$ cat src/rtl/pbus_pkg.sv
package pbus_pkg;
  localparam int CNT_W = 3;

  typedef enum logic [1:0] {
    FN_DATA_WR = 2'd0,
    FN_DATA_RD = 2'd1,
    FN_STAT_RD = 2'd2,
    FN_CMD_WR  = 2'd3
  } bus_fn_e;

  typedef enum logic [1:0] {
    FMT_1P1C = 2'd0,
    FMT_1P2C = 2'd1,
    FMT_1P3C = 2'd2,
    FMT_2P3C = 2'd3
  } cyc_fmt_e;

  function automatic logic fn_a0(bus_fn_e f);
    return (f == FN_DATA_WR) || (f == FN_DATA_RD);
  endfunction

  function automatic logic fn_wr(bus_fn_e f);
    return (f == FN_DATA_WR) || (f == FN_CMD_WR);
  endfunction

  // minimum transfer length in clocks
  function automatic logic [CNT_W-1:0] min_period(logic from_dc, cyc_fmt_e fmt, logic pack2);
    logic [CNT_W-1:0] p;
    case (fmt)
      FMT_1P1C: p = from_dc ? CNT_W'(4) : (pack2 ? CNT_W'(4) : CNT_W'(5));
      FMT_1P2C,
      FMT_1P3C: p = from_dc ? CNT_W'(3) : CNT_W'(4);
      default:  p = CNT_W'(6);
    endcase
    return p;
  endfunction
endpackage

$ cat src/rtl/pbus_arb.sv
module pbus_arb
  import pbus_pkg::*;
#(
  parameter int DW = 16
) (
  input  logic          dc_valid_i,
  input  logic [DW-1:0] dc_data_i,
  input  logic          sp_valid_i,
  input  logic [1:0]    sp_fn_i,
  input  logic [DW-1:0] sp_data_i,
  input  logic          take_i,
  output logic          dc_ready_o,
  output logic          sp_ready_o,
  output logic          req_o,
  output logic          sel_dc_o,
  output bus_fn_e       fn_o,
  output logic [DW-1:0] data_o
);
  // display controller has fixed priority
  assign sel_dc_o   = dc_valid_i;
  assign req_o      = dc_valid_i | sp_valid_i;
  assign dc_ready_o = take_i;
  assign sp_ready_o = take_i & ~dc_valid_i;
  assign fn_o       = dc_valid_i ? FN_DATA_WR : bus_fn_e'(sp_fn_i);
  assign data_o     = dc_valid_i ? dc_data_i : sp_data_i;
endmodule

$ cat src/rtl/pbus_timer.sv
module pbus_timer
  import pbus_pkg::*;
(
  input  logic             clk_i,
  input  logic             rst_ni,
  input  logic             start_i,
  input  logic [CNT_W-1:0] period_i,
  output logic             busy_o,
  output logic [CNT_W-1:0] cnt_o,
  output logic [CNT_W-1:0] period_o,
  output logic             last_o
);
  logic             busy_q;
  logic [CNT_W-1:0] cnt_q, per_q;

  assign last_o   = busy_q && (cnt_q == per_q - CNT_W'(1));
  assign busy_o   = busy_q;
  assign cnt_o    = cnt_q;
  assign period_o = per_q;

  always_ff @(posedge clk_i or negedge rst_ni) begin
    if (!rst_ni) begin
      busy_q <= 1'b0;
      cnt_q  <= '0;
      per_q  <= '0;
    end else if (start_i) begin
      busy_q <= 1'b1;
      cnt_q  <= '0;
      per_q  <= period_i;
    end else if (last_o) begin
      busy_q <= 1'b0;
      cnt_q  <= '0;
    end else if (busy_q) begin
      cnt_q  <= cnt_q + CNT_W'(1);
    end
  end
endmodule

$ cat src/rtl/pbus_seq.sv
module pbus_seq
  import pbus_pkg::*;
#(
  parameter int DW = 16
) (
  input  logic          clk_i,
  input  logic          rst_ni,
  input  logic [1:0]    cfg_fmt_i,
  input  logic          cfg_pack2_i,
  input  logic          dc_valid_i,
  output logic          dc_ready_o,
  input  logic [DW-1:0] dc_data_i,
  input  logic          sp_valid_i,
  output logic          sp_ready_o,
  input  logic [1:0]    sp_fn_i,
  input  logic [DW-1:0] sp_data_i,
  output logic          rd_valid_o,
  output logic [DW-1:0] rd_data_o,
  output logic          cs_no,
  output logic          a0_o,
  output logic          we_no,
  output logic          re_no,
  output logic          bus_oe_o,
  output logic [DW-1:0] bus_dout_o,
  input  logic [DW-1:0] bus_din_i
);
  logic             req, sel_dc, take, accept;
  bus_fn_e          req_fn, fn_q;
  logic [DW-1:0]    req_data, data_q;
  logic             busy, last;
  logic [CNT_W-1:0] cnt, per;
  logic             strobe_on, capture;

  assign take   = !busy || last;
  assign accept = req && take;

  pbus_arb #(.DW(DW)) i_arb (
    .dc_valid_i (dc_valid_i),
    .dc_data_i  (dc_data_i),
    .sp_valid_i (sp_valid_i),
    .sp_fn_i    (sp_fn_i),
    .sp_data_i  (sp_data_i),
    .take_i     (take),
    .dc_ready_o (dc_ready_o),
    .sp_ready_o (sp_ready_o),
    .req_o      (req),
    .sel_dc_o   (sel_dc),
    .fn_o       (req_fn),
    .data_o     (req_data)
  );

  pbus_timer i_timer (
    .clk_i    (clk_i),
    .rst_ni   (rst_ni),
    .start_i  (accept),
    .period_i (min_period(sel_dc, cyc_fmt_e'(cfg_fmt_i), cfg_pack2_i)),
    .busy_o   (busy),
    .cnt_o    (cnt),
    .period_o (per),
    .last_o   (last)
  );

  always_ff @(posedge clk_i or negedge rst_ni) begin
    if (!rst_ni) begin
      fn_q   <= FN_DATA_WR;
      data_q <= '0;
    end else if (accept) begin
      fn_q   <= req_fn;
      data_q <= req_data;
    end
  end

  // strobe low from the second cycle up to the one before last
  assign strobe_on = busy && (cnt != '0) && !last;
  // read strobe rises at the edge closing cnt == per-2
  assign capture   = busy && !fn_wr(fn_q) && (cnt == per - CNT_W'(2));

  always_ff @(posedge clk_i or negedge rst_ni) begin
    if (!rst_ni) begin
      rd_valid_o <= 1'b0;
      rd_data_o  <= '0;
    end else begin
      rd_valid_o <= capture;
      if (capture) rd_data_o <= bus_din_i;
    end
  end

  assign cs_no      = !busy;
  assign a0_o       = busy ? fn_a0(fn_q) : 1'b1;
  assign we_no      = !(strobe_on && fn_wr(fn_q));
  assign re_no      = !(strobe_on && !fn_wr(fn_q));
  assign bus_oe_o   = busy && fn_wr(fn_q);
  assign bus_dout_o = data_q;
endmodule

$ cat config.mk
export PLATFORM = sky130hd
export DESIGN_NAME = pbus_seq
export DESIGN_NICKNAME = d
export VERILOG_FILES = /design/src/rtl/pbus_pkg.sv /design/src/rtl/pbus_arb.sv /design/src/rtl/pbus_timer.sv /design/src/rtl/pbus_seq.sv
export SDC_FILE = /design/constraint.sdc
export NUM_CORES = 1
export LEC_CHECK = 0
export BUFFER_PORTS_ARGS = -buffer_cell sky130_fd_sc_hd__buf_2
export CAP_MARGIN = 40
export CORE_ASPECT_RATIO = 1.1
export CORE_MARGIN = 2
export CORE_UTILIZATION = 29
export CTS_CLUSTER_SIZE = 20
export DETAILED_ROUTE_END_ITERATION = 8
export SYNTH_ARGS = -nofsm -noshare
export SYNTH_HDL_FRONTEND = slang
export SYNTH_HIERARCHICAL = 1
export SYNTH_SLANG_ARGS = --single-unit
$ cat constraint.sdc
create_clock -name clk_i -period 4.85 [get_ports clk_i]
set_input_delay 0.7275 -clock clk_i [delete_from_list [all_inputs] [get_ports clk_i]]
set_output_delay 0.7275 -clock clk_i [all_outputs]
set_load 0.1 [all_outputs]
* Word-level counts from Yosys, hierarchy flattened
Index checks and enable logic that the tools add are counted.
Cells by class: reduce and logical (&&, ||, !) cells 23, bitwise logic cells 3, add/subtract/negate cells 3, eq/ne operators 6, muxes and demuxes 12
Operator list (count):
- 16-bit two-way mux | 1
- 3-bit two-way mux | 4
- 1-bit logical AND | 9
- 3-bit equality test | 2
- 3-bit one-hot mux with 2 select lines | 1
- 3-bit nonzero test | 2
- 1-bit zero test | 5
- 1-bit two-way mux | 5
- 2-bit by 1-bit equality test with 1-bit output, second input constant | 2
- 2-bit equality test, second input constant | 2
- 2-bit zero test | 2
- 3-bit by 1-bit adder with 3-bit output, second input constant | 1
- 1-bit logical OR | 3
- 3-bit by 1-bit subtractor with 3-bit output, second input constant | 1
- 3-bit by 2-bit subtractor with 3-bit output, second input constant | 1
- 2-bit two-way mux | 1
- 2-bit nonzero test | 1
- 2-bit OR reduction | 1
- 1-bit bitwise AND | 1
- 1-bit inverter | 1
- 1-bit bitwise OR | 1
Storage, ports and cells: logic and storage cells 54, bits in registers 42, input port bits 57, output and inout port bits 40

* Depth between registers and ports, before layout
word-level depth 7, depth in mapped cells 12, gate-level depth less buffers 10

* By module
The synthesis kept the hierarchy.
Modules (own cells, without submodules):
- pbus_seq | area an instance 1486.4 µm², cells an instance 102, instances 1
- pbus_timer | area an instance 409.1 µm², cells an instance 41, instances 1
- pbus_arb | area an instance 302.8 µm², cells an instance 24, instances 1

* Worst setup path after synthesis
OpenSTA, ideal clock, no wires.
path kind reg-to-output, start point reg i_timer.per_q[0] (netlist: i_timer/period_o[0]), end point out sp_ready_o, cell stages (with the launch flop) 8, path slack 1.397 ns, required time 4.123 ns, path buffers 0, arrival time 2.726 ns, cell sequence dfrtp_1 inv_1 ha_1 xnor2_1 nor2_1 and3_1 nand2b_1 nor2b_1
Between the ends: cells in the longest elaborated chain, start to end 5
RTL lines:
- start, declared | line pbus_timer.sv:14 | logic [CNT_W-1:0] cnt_q, per_q;
- start signal, assigned | line pbus_timer.sv:29 | per_q <= period_i;
- 3-bit by 1-bit subtractor with 3-bit output | line pbus_timer.sv:16 | assign last_o = busy_q && (cnt_q == per_q - CNT_W'(1));
- 3-bit equality test | line pbus_timer.sv:16
- 1-bit logical AND | line pbus_timer.sv:16
- via last | line pbus_seq.sv:30 | logic busy, last;
- 1-bit logical OR | line pbus_seq.sv:34 | assign take = !busy || last;
- via take | line pbus_seq.sv:27 | logic req, sel_dc, take, accept;
- 1-bit bitwise AND | line pbus_arb.sv:23 | assign sp_ready_o = take_i & ~dc_valid_i;
- end, declared | line pbus_seq.sv:14 | output logic sp_ready_o,
The timed path passes the listed nets, and every way through them passes these cells.

* Worst setup path after layout
start point reg i_timer.per_q[0] (netlist: i_timer/period_o[0]), end point out we_no
Between the ends: cells in the longest elaborated chain, start to end 7
RTL lines:
- 3-bit by 1-bit subtractor with 3-bit output | line pbus_timer.sv:16
- 3-bit equality test | line pbus_timer.sv:16
- 1-bit logical AND | line pbus_timer.sv:16
- via last | line pbus_seq.sv:30
- 1-bit zero test | line pbus_seq.sv:74 | assign strobe_on = busy && (cnt != '0) && !last;
- 1-bit logical AND | line pbus_seq.sv:74
- 1-bit logical AND | line pbus_seq.sv:90 | assign we_no = !(strobe_on && fn_wr(fn_q));
- 1-bit zero test | line pbus_seq.sv:90
- end, declared | line pbus_seq.sv:21 | output logic we_no,
The timed path passes the listed nets, and every way through them passes these cells.

==> flow_metrics.tcl <==
set metrics [dict create \
    dpl_worst_slack_ps 1560 \
    dieArea_mm2 0.00829 \
    tightestPinTransition_ps 839 \
    worst_r2r_endpoint "i_timer/cnt_o[1]" \
    drtIter0Drc 20 \
    path_buf_inv 2 \
    async_flop_share_pct 100 \
    final_net_count 327 \
    r2r_slack_ps 1510 \
    worstPathCellList "inv_1 > ha_1 > xnor2_1 > nor2_1 > and3_1 > nand2b_1 > or3_1 > buf_2" \
    overflow 0 \
    min_period_ps 3370 \
    synth_seq_cells 42 \
    clk_latency_ps 290 \
    root_buffer "clkbuf_8" \
    final-seq-area_mm2 0.00105 \
    yosysTopAreaCell "dfrtp_1" \
    finalSetupTns_ps 0 \
    rows 33 \
    setup-violations-final 0 \
    ys.flop_type "dfrtp_1" \
    wire_per_inst_um 12.9 \
    antenna_found_initial 0 \
    die_h_um 95.3 \
    r2r_cells 10 \
    skew_ps 5.50 \
    n_antenna_cell 0 \
    seq_area_frac_synth_pct 47.8 \
    worstSetupPathType "register to output pin" \
    hold_path.class "input pin to async pin" \
    endpoint_kind "output pin" \
    cts_inserted_buffers 5 \
    grt_max_degree 34 \
    max_stage_delay_ps 420 \
    start_kind "register" \
    first_global_vias 1495 \
    rsz0062_at_grt "false" \
    cts_tree "done" \
    arrival_ps 2640 \
    ant_nets 0 \
    finalCritPeriodShare_pct 69.5 \
    rr_startpoint "i_timer/period_o[0]" \
    synth_cells 167 \
    start_util_pct 29.7 \
    route.final.wire_length_mm 4.52 \
    grt_first_pass_wirelength_mm 7.12 \
    clkTransAtPathRegs_ps 80 \
    synthTopCellsByArea "dfrtp_1 48%, mux2_2 18%, mux2_4 11%, ha_1 3.4%, xnor2_1 2.0%" \
    drtPass1Iterations 4 \
    die_x_um 87.0 \
    boundaryPins 97 \
    status "finished clean" \
    drc 0 \
    cts_resized 0 \
    avgSynthCellArea_um2 13.2 \
    routed_via_density 4.54 \
    worst_hold_slack_ps 300 \
    path_depth 8 \
    crit_start "i_timer/period_o[0]" \
    synthesis.nets 230 \
    post_cts_buffers 0 \
    hold_viol_final 0 \
    h-tree-depth 2 \
    port_buffers 96 \
    core_mm2 0.00739 \
    critical_path.slowest_cell "or3_1" \
    cp_max_fo 5 \
    nFillCells 724 \
    cts.sinks 42 \
    max_cap_viol_count 0 \
    area_growth_pct 30.7 \
    hpwl_mm 3.40 \
    clockBufferDepth 2 \
    ctsHoldBuffers 0 \
    multiInputGateArea_mm2 0.00105 \
    place_congestion 0.819 \
    vias 1594 \
    fmax_mhz 297 \
    drive_above_1_share_pct 60.6 \
    synth_area_mm2 0.00220 \
    yosysTopAreaCellShare_pct 47.8 \
    synth_edf_count 0 \
    crit_family "simple AND/OR/NAND/NOR gates" \
    worst_slack_ps 1480 \
    drv_slew 0 \
    ys_warn_count 6 \
    synth.distinct_cells 32 \
    grt_use_total_pct 11.0 \
    crit_required_ps 4120 \
    slew_headroom_pct 44.0 \
]
-- logic make-up after synthesis --
| family | Yosys count | synth area share [%] |
|---|---|---|
| fa+ha+maj | 6 | 3.41 |
| flops | 42 | 47.8 |
| xor+xnor | 8 | 4.50 |
| mux | 51 | 28.9 |
| buf+inv | 17 | 4.32 |
| compound gates | 10 | 2.85 |
| simple gates | 33 | 8.25 |
-- cells in the final DEF, fill, tap and decap left out, types with 2 or more instances in the layout --
master,count
nor2_1,6
ha_1,6
buf_2,96
xnor2_1,5
clkbuf_8,6
mux2_2,35
o21ai_0,4
a21oi_1,2
and3_1,2
nor2b_1,3
nor3_1,3
inv_1,9
or3_1,3
nand2_1,9
mux2_4,16
dfrtp_1,42
nand2b_1,2
-- metrics by stage --
step                util, %  instances  area [um2]
floorplan                 -        167        2200
global placement       36.9        342        2730
detailed placement     37.4        344        2760
CTS                    38.9        351        2870
global route           38.9        351        2870
finish                 38.9        351        2870
-- Yosys cell counts (2+ instances only) --
library cell and n:
inv_1 9, or3_1 3, dfrtp_1 42, buf_4 2, nand2_1 9, nor2b_1 3, and3_1 2, nand2b_1 2
nor2_1 6, ha_1 6, a21oi_1 2, mux2_2 35, o21ai_0 4, xnor2_1 5, nor3_1 3, mux2_4 16
buf_6 3
-- layout make-up --
| class | count | area share [%] |
|---|---|---|
| Clock buffer | 6 | 2.87 |
| Clock inverter | 1 | 1.04 |
| Inverter | 9 | 1.18 |
| Multi-Input combinational cell | 108 | 36.6 |
| Sequential cell | 42 | 36.6 |
| Tap cell | 87 | 3.79 |
| Timing Repair Buffer | 98 | 17.9 |
-- worst reg2reg max path, stage by stage (launching register included) --
cell and delay, ps:
dfrtp_1 410, inv_1 90, ha_1 310, xnor2_1 280
nor2_1 130, and3_1 200, nand2b_1 200, nand2_1 660
inv_1 360, or3b_2 520, o311ai_1 80
-- routing by layer --
layer,wire (um),part of all wire [%],track usage (%),up-vias
li1,-,-,-,764
met1,2030,45,14.8,746
met2,2020,45,16.6,78
met3,420,9.3,3.55,6
met4,52,1.2,3.52,0
met5,0,0,0,-
-- worst max-delay path by stage --
stage                        to
3_3_place_gp   i_timer/cnt_o[1]
4_1_cts                   we_no
3_5_place_dp   i_timer/cnt_o[1]
5_1_grt        i_timer/cnt_o[1]
2_1_floorplan        sp_ready_o
6_report                  we_no
-- state kept, by name (all words and copies together) (netlist names) --
register          count
rd_valid_o            1
fn_q                  2
i_timer/busy_o        1
i_timer/cnt_o         3
bus_dout_o           16
rd_data_o            16
i_timer/period_o      3
Power is not shown: default switching activity piles up to over one toggle a cycle in this logic, so the estimate is an artifact.
